File: src/rtl/pe_pkg.sv
package pe_pkg;

  typedef enum logic [1:0] {
    PM_RUN  = 2'd0,
    PM_SER3 = 2'd1,
    PM_UART = 2'd2,
    PM_BAD  = 2'd3
  } pmode_t;

  typedef enum logic [1:0] {
    SQ_HOLD = 2'd0,
    SQ_WIN  = 2'd1,
    SQ_EVAL = 2'd2,
    SQ_DONE = 2'd3
  } sq_t;

  // Convert a time in ns to clock cycles, rounding up, with a floor of one cycle.
  function automatic int ns_to_cyc(int mhz, int ns);
    longint prod;
    int     c;
    prod = longint'(ns) * longint'(mhz);
    c    = int'((prod + 64'sd999) / 64'sd1000);
    return (c < 1) ? 1 : c;
  endfunction

  // Map a final pulse count to a result code.
  function automatic pmode_t count_to_mode(int cnt, int ser3_n, int uart_n);
    if (cnt == ser3_n)      return PM_SER3;
    else if (cnt == uart_n) return PM_UART;
    else                    return PM_BAD;
  endfunction

endpackage

File: src/rtl/pe_sync_filter.sv
module pe_sync_filter #(
  parameter int GLT_C = 2
) (
  input  logic clk,
  input  logic rst_n,
  input  logic pin_i,
  output logic lvl_o,
  output logic rise_o,
  output logic fall_o
);
  localparam int GW = (GLT_C < 2) ? 1 : $clog2(GLT_C + 1);

  logic          s1, s2;
  logic [GW-1:0] gcnt;
  logic          settle;

  // The synchronized level must differ from the filtered level for GLT_C cycles in a row.
  assign settle = (s2 != lvl_o) && (gcnt == GW'(GLT_C - 1));

  always_ff @(posedge clk or negedge rst_n) begin
    if (!rst_n) begin
      s1     <= 1'b0;
      s2     <= 1'b0;
      lvl_o  <= 1'b0;
      gcnt   <= '0;
      rise_o <= 1'b0;
      fall_o <= 1'b0;
    end else begin
      s1     <= pin_i;
      s2     <= s1;
      rise_o <= settle && s2;
      fall_o <= settle && !s2;
      if (s2 == lvl_o) begin
        gcnt <= '0;
      end else if (settle) begin
        lvl_o <= s2;
        gcnt  <= '0;
      end else begin
        gcnt <= gcnt + GW'(1);
      end
    end
  end

  // An edge strobe always agrees with the new filtered level.
  p_rise_level_r5: assert property (@(posedge clk) disable iff (!rst_n)
    rise_o |-> lvl_o);
  p_fall_level_r5: assert property (@(posedge clk) disable iff (!rst_n)
    fall_o |-> !lvl_o);

  generate
    if (GLT_C >= 2) begin : g_reject
      // A filtered change requires the synchronized level to have held for at least two samples.
      p_reject_up_r5: assert property (@(posedge clk) disable iff (!rst_n)
        $rose(lvl_o) |-> ($past(s2) && $past(s2, 2)));
      p_reject_dn_r5: assert property (@(posedge clk) disable iff (!rst_n)
        $fell(lvl_o) |-> (!$past(s2) && !$past(s2, 2)));
    end
  endgenerate

endmodule

File: src/rtl/pe_width_meter.sv
module pe_width_meter #(
  parameter int MINW_C = 64
) (
  input  logic clk,
  input  logic rst_n,
  input  logic edge_i,
  output logic len_ok_o
);
  localparam int WW = $clog2(MINW_C + 1);

  // Cycles in the current phase, saturating at MINW_C.
  // In the first cycle of a new phase it still holds the length of the phase that just ended.
  logic [WW-1:0] wid;

  always_ff @(posedge clk or negedge rst_n) begin
    if (!rst_n) begin
      wid <= '0;
    end else if (edge_i) begin
      wid <= WW'(1);
    end else if (wid != WW'(MINW_C)) begin
      wid <= wid + WW'(1);
    end
  end

  assign len_ok_o = (wid >= WW'(MINW_C));

  p_wid_cap_r7: assert property (@(posedge clk) disable iff (!rst_n)
    wid <= WW'(MINW_C));
  p_wid_restart_r7: assert property (@(posedge clk) disable iff (!rst_n)
    edge_i |=> (wid == WW'(1)));

endmodule

File: src/rtl/pe_sequencer.sv
module pe_sequencer
  import pe_pkg::*;
#(
  parameter int HOLD_C = 8,
  parameter int WIN_C  = 16000,
  parameter int SER3_N = 0,
  parameter int UART_N = 8,
  parameter int CNT_W  = 4
) (
  input  logic   clk,
  input  logic   rst_n,
  input  logic   lvl_i,
  input  logic   rise_i,
  input  logic   fall_i,
  input  logic   len_ok_i,
  output logic   done_o,
  output logic   done_stb_o,
  output pmode_t mode_o,
  output logic   err_o,
  output logic   entry_ok_o
);
  localparam int HW = $clog2(HOLD_C + 1);
  localparam int WW = $clog2(WIN_C + 1);

  sq_t              state;
  logic [HW-1:0]    hcnt;
  logic [WW-1:0]    wcnt;
  logic [CNT_W-1:0] cnt;
  logic             viol;
  logic             ev_bad_width;
  logic             ev_good_pulse;
  pmode_t           cnt_mode;

  assign ev_bad_width  = (state == SQ_WIN) && (rise_i || fall_i) && !len_ok_i;
  assign ev_good_pulse = (state == SQ_WIN) && rise_i && len_ok_i;
  assign cnt_mode      = count_to_mode(int'(cnt), SER3_N, UART_N);

  always_ff @(posedge clk or negedge rst_n) begin
    if (!rst_n) begin
      state      <= SQ_HOLD;
      hcnt       <= '0;
      wcnt       <= '0;
      cnt        <= '0;
      viol       <= 1'b0;
      entry_ok_o <= 1'b0;
      done_o     <= 1'b0;
      done_stb_o <= 1'b0;
      mode_o     <= PM_RUN;
      err_o      <= 1'b0;
    end else begin
      case (state)
        SQ_HOLD: begin
          if (hcnt == HW'(HOLD_C - 1)) begin
            entry_ok_o <= lvl_i;
            state      <= lvl_i ? SQ_WIN : SQ_EVAL;
          end else begin
            hcnt <= hcnt + HW'(1);
          end
        end
        SQ_WIN: begin
          if (ev_bad_width) viol <= 1'b1;
          if (ev_good_pulse && (cnt != {CNT_W{1'b1}})) cnt <= cnt + CNT_W'(1);
          if (wcnt == WW'(WIN_C - 1)) state <= SQ_EVAL;
          else                        wcnt  <= wcnt + WW'(1);
        end
        SQ_EVAL: begin
          state      <= SQ_DONE;
          done_o     <= 1'b1;
          done_stb_o <= 1'b1;
          if (!entry_ok_o) begin
            mode_o <= PM_RUN;
            err_o  <= 1'b0;
          end else if (viol || !lvl_i) begin
            mode_o <= PM_BAD;
            err_o  <= 1'b1;
          end else begin
            mode_o <= cnt_mode;
            err_o  <= (cnt_mode == PM_BAD);
          end
        end
        SQ_DONE: begin
          done_stb_o <= 1'b0;
        end
        default: state <= SQ_HOLD;
      endcase
    end
  end

  p_stb_single_r9: assert property (@(posedge clk) disable iff (!rst_n)
    done_stb_o |=> !done_stb_o);
  p_result_hold_r9: assert property (@(posedge clk) disable iff (!rst_n)
    (done_o && $past(done_o)) |-> ($stable(mode_o) && $stable(err_o)));
  p_count_in_window_r4: assert property (@(posedge clk) disable iff (!rst_n)
    !$stable(cnt) |-> ($past(state) == SQ_WIN));
  p_entry_run_r2: assert property (@(posedge clk) disable iff (!rst_n)
    (done_stb_o && !entry_ok_o) |-> (mode_o == PM_RUN && !err_o));
  p_width_fault_r7: assert property (@(posedge clk) disable iff (!rst_n)
    (done_stb_o && viol) |-> (mode_o == PM_BAD));

endmodule

File: src/rtl/prog_entry_detect.sv
module prog_entry_detect #(
  parameter int CLK_MHZ     = 8,
  parameter int START_NS    = 1000,
  parameter int WINDOW_NS   = 2000000,
  parameter int MINW_NS     = 8000,
  parameter int GLITCH_NS   = 40,
  parameter int SER3_PULSES = 0,
  parameter int UART_PULSES = 8
) (
  input  logic       clk,
  input  logic       rst_n,
  input  logic       hv_mode_i,
  output logic       done_o,
  output logic       done_stb_o,
  output logic [1:0] mode_o,
  output logic       err_o
);
  localparam int HOLD_C = pe_pkg::ns_to_cyc(CLK_MHZ, START_NS);
  localparam int WIN_C  = pe_pkg::ns_to_cyc(CLK_MHZ, WINDOW_NS);
  localparam int MINW_C = pe_pkg::ns_to_cyc(CLK_MHZ, MINW_NS);
  localparam int GLT_C  = pe_pkg::ns_to_cyc(CLK_MHZ, GLITCH_NS);
  localparam int CNT_W  = $clog2(UART_PULSES + 2);

  logic           f_lvl, f_rise, f_fall, len_ok, entry_ok;
  pe_pkg::pmode_t mode_e;

  pe_sync_filter #(.GLT_C(GLT_C)) u_filt (
    .clk    (clk),
    .rst_n  (rst_n),
    .pin_i  (hv_mode_i),
    .lvl_o  (f_lvl),
    .rise_o (f_rise),
    .fall_o (f_fall)
  );

  pe_width_meter #(.MINW_C(MINW_C)) u_wid (
    .clk      (clk),
    .rst_n    (rst_n),
    .edge_i   (f_rise | f_fall),
    .len_ok_o (len_ok)
  );

  pe_sequencer #(
    .HOLD_C (HOLD_C),
    .WIN_C  (WIN_C),
    .SER3_N (SER3_PULSES),
    .UART_N (UART_PULSES),
    .CNT_W  (CNT_W)
  ) u_seq (
    .clk        (clk),
    .rst_n      (rst_n),
    .lvl_i      (f_lvl),
    .rise_i     (f_rise),
    .fall_i     (f_fall),
    .len_ok_i   (len_ok),
    .done_o     (done_o),
    .done_stb_o (done_stb_o),
    .mode_o     (mode_e),
    .err_o      (err_o),
    .entry_ok_o (entry_ok)
  );

  assign mode_o = mode_e;

  // The strobe of a failed entry comes at hold-off end, long before the window could close.
  p_quick_exit_r2: assert property (@(posedge clk) disable iff (!rst_n)
    (done_stb_o && !entry_ok) |-> (mode_o == 2'd0));

endmodule

File: config.mk
export PLATFORM = sky130hd
export DESIGN_NAME = prog_entry_detect
export DESIGN_NICKNAME = d
export VERILOG_FILES = /design/src/rtl/pe_pkg.sv /design/src/rtl/pe_sync_filter.sv /design/src/rtl/pe_width_meter.sv /design/src/rtl/pe_sequencer.sv /design/src/rtl/prog_entry_detect.sv
export SDC_FILE = /design/constraint.sdc
export NUM_CORES = 1
export LEC_CHECK = 0
export BUFFER_PORTS_ARGS = -buffer_cell sky130_fd_sc_hd__buf_2
export CAP_MARGIN = 20
export CORE_MARGIN = 3
export CORE_UTILIZATION = 61
export DETAILED_ROUTE_END_ITERATION = 10
export PLACE_DENSITY_LB_ADDON = 0.08
export REMOVE_ABC_BUFFERS = 1
export SETUP_SLACK_MARGIN = 0.1
export SYNTH_ARGS = -nofsm -noshare
export SYNTH_HDL_FRONTEND = slang
export SYNTH_SLANG_ARGS = --single-unit
File: constraint.sdc
create_clock -name clk -period 4.5 [get_ports clk]
set_input_delay 0.675 -clock clk [delete_from_list [all_inputs] [get_ports clk]]
set_output_delay 0.675 -clock clk [all_outputs]
set_load 0.005 [all_outputs]
==> qor.yml <==
numCtsBuffers: 5
place_area_um2: 2102
boundaryPins: 8
nets: 210
clock-sinks: 44
critPathCaptureType: "flip-flop"
final_area_um2: 2178
netlist-cell-type-count: 32
fin_crit_sh_pct: 46.69
cts_tree: "done"
yosysSeqAreaShare_pct: 54.42
status: "completed"
yosys_warnings: 0
grt_pass1_vias: 1379
overflow: 0
cp-start-kind: "flip-flop"
grt_pass1_wl_um: 6141
htreeDepth: 2
area_delta_synth_final_pct: 7.669
start_util_pct: 65.20
drc: 0
path_max_fanout: 9
synth_common_cells: "44 x dfrtp_1, 15 x nor2_1, 14 x nand2_1"
setup_viol: 0
dp_hpwl_um: 2394
drv_cap: 0
postCtsHoldBufs: 0
syn_avg_cell_area_um2: 10.88
wl_per_cell_um: 13.53
synth_edf_count: 0
insertion_delay_ps: 340
holdCritPathClass: "flip-flop to flip-flop"
synthesis.area_um2: 2023
post-place-ws_ps: 2404
setup_ws_ps: 2399
crit_arrival_ps: 2340
grt_max_degree: 45
die-area_um2: 4044
diodes: 0
clock_skew_ps: 8.974
num_vias: 1331
yosysTopAreaCellShare_pct: 54.42
post-route-util_pct: 70.20
firstDrtPassIters: 4
antenna_left: 0
p_leak_uw: 0.001036
worst_pin_slew_ps: 906.2
finalHoldViolCount: 0
synthArstFlopShare_pct: 100.0
peakVddDrop_mv: 0.3708
die_w_um: 63.59
grt_antenna_before_repair: 0
critical_path_class: "flip-flop to flip-flop"
coreArea_um2: 3103
clk_pin_slew_worst_paths_ps: 120
ys.flop_type: "dfrtp_1"
post_cts_buffers: 0
nFillCells: 255
yosys.cell_count.top_type: "dfrtp_1"
clock_path_buffers: 2
dieHeight_um: 63.59
fmax_mhz: 475.9
ys_seq_elements: 44
drt_iter0_markers: 59
required_ps: 4740
drv_slew: 0
io_buffers: 7
finalCriticalPeriod_ps: 2101
rsz0062_at_grt: "false"
slew_headroom_pct: 39.59
cts-root-buf: "clkbuf_4"
drt_wl_total_um: 3275
drive_gt1_share_pct: 11.62
synth.area.top_cells: "dfrtp_1 54%, ha_1 6.2%, xor2_1 4.3%"
power-per-cell-area_nw_per_um2: 470.9
tns_ps: 0
grtUsageTotal_pct: 19.11
synth.largest_area_cell: "dfrtp_1"
place.gp.congestion: 0.7968
cts_resized: 0
fp-row-count: 20
routed_via_density: 5.500
synth_cells: 186
## cells by family after synthesis
kind of cell	Yosys count	synth area share [%]
other cells	1	0.1854
simple gates	74	19.11
compound gates	16	5.628
fa+ha+maj	10	6.184
flops	44	54.42
buf+inv	16	2.969
xor+xnor	19	8.225
mux	6	3.277
## power breakdown
group          total, uW  switching, uW  internal [uW]
clock network        236            120            117
logic                259            136            123
registers            531           64.9            466
## area by class of cell
class                      count  area (um^2)  share of cell area (%)
clock buffer                   6        41.29                   1.895
clock inverter                 2        35.03                   1.608
inverter                      13        48.80                   2.240
multi-input combinational    126        862.1                   39.57
sequential                    44         1101                   50.55
tap                           44        55.05                   2.527
timing repair buffer           7        35.03                   1.608
## routing by layer
metal | vias to the layer above | global-route usage, % | routed length, um
met2 | 17 | 33.25 | 1659
met1 | 657 | 23.53 | 1469
met4 | 0 | 4.852 | 37
li1 | 653 | - | -
met3 | 4 | 4.991 | 108
met5 | - | 0 | 0
## cell usage in the layout (no fill, tap or decap), drive strengths merged
| cell type | count |
|---|---|
| o2111a | 1 |
| or2 | 2 |
| clkbuf | 6 |
| nor2 | 15 |
| o21ai | 5 |
| dfrtp | 44 |
| and4b | 1 |
| a21oi | 7 |
| a31o | 1 |
| nand3 | 13 |
| nand2 | 14 |
| and4 | 1 |
| o41ai | 1 |
| xor2 | 10 |
| bufinv | 1 |
| mux2 | 5 |
| and3 | 2 |
| nor3 | 6 |
| inv | 13 |
| buf | 7 |
| clkinv | 1 |
| mux2i | 1 |
| or3 | 1 |
| conb | 1 |
| xnor2 | 9 |
| nor3b | 1 |
| nand4 | 6 |
| nor4 | 4 |
| nand2b | 4 |
| nand3b | 3 |
| ha | 10 |
| or3b | 1 |
| a31oi | 1 |
## worst max-delay path, stage by stage, from the launching register on
cell and delay, ps:
dfrtp_1 420, or3b_4 440, o41ai_4 630, nand3b_2 170, mux2_1 340
## through the flow
step	total power, uW	hold WS, ps	instances
floorplan	716.7	331.2	183
global placement	776.7	338.2	234
detailed placement	800.7	341.8	234
CTS	1038	370.0	242
global route	1107	382.7	242
finish	1026	367.7	242
## flip-flops by register name (all words and copies together) (netlist names), 2 cells and up
| signal | count |
|---|---|
| u_wid.wid | 7 |
| u_seq.state | 2 |
| u_seq.cnt | 4 |
| u_seq.mode_o | 2 |
| u_seq.hcnt | 4 |
| u_seq.wcnt | 14 |
## path summary, 6_finish.rpt
| path | from | end | slack, ps | depth (start not counted) |
|---|---|---|---|---|
| worst min register to register | u_filt.s1$_DFF_PN0_ | u_filt.s2$_DFF_PN0_ | 370 | 0 |
| min in group asynchronous | rst_n | u_wid.wid[2]$_DFFE_PN0P_ | 450 | 1 |
| worst max register to register | u_seq.wcnt[8]$_DFFE_PN0P_ | u_seq.state[0]$_DFFE_PN0P_ | 2400 | 4 |
| worst min-delay path | u_filt.s1$_DFF_PN0_ | u_filt.s2$_DFF_PN0_ | 370 | 0 |
| worst max-delay path | u_seq.wcnt[8]$_DFFE_PN0P_ | u_seq.state[0]$_DFFE_PN0P_ | 2400 | 4 |
| max in group asynchronous | rst_n | u_seq.wcnt[7]$_DFFE_PN0P_ | 3490 | 1 |
Power figures use the tool's default switching activity.
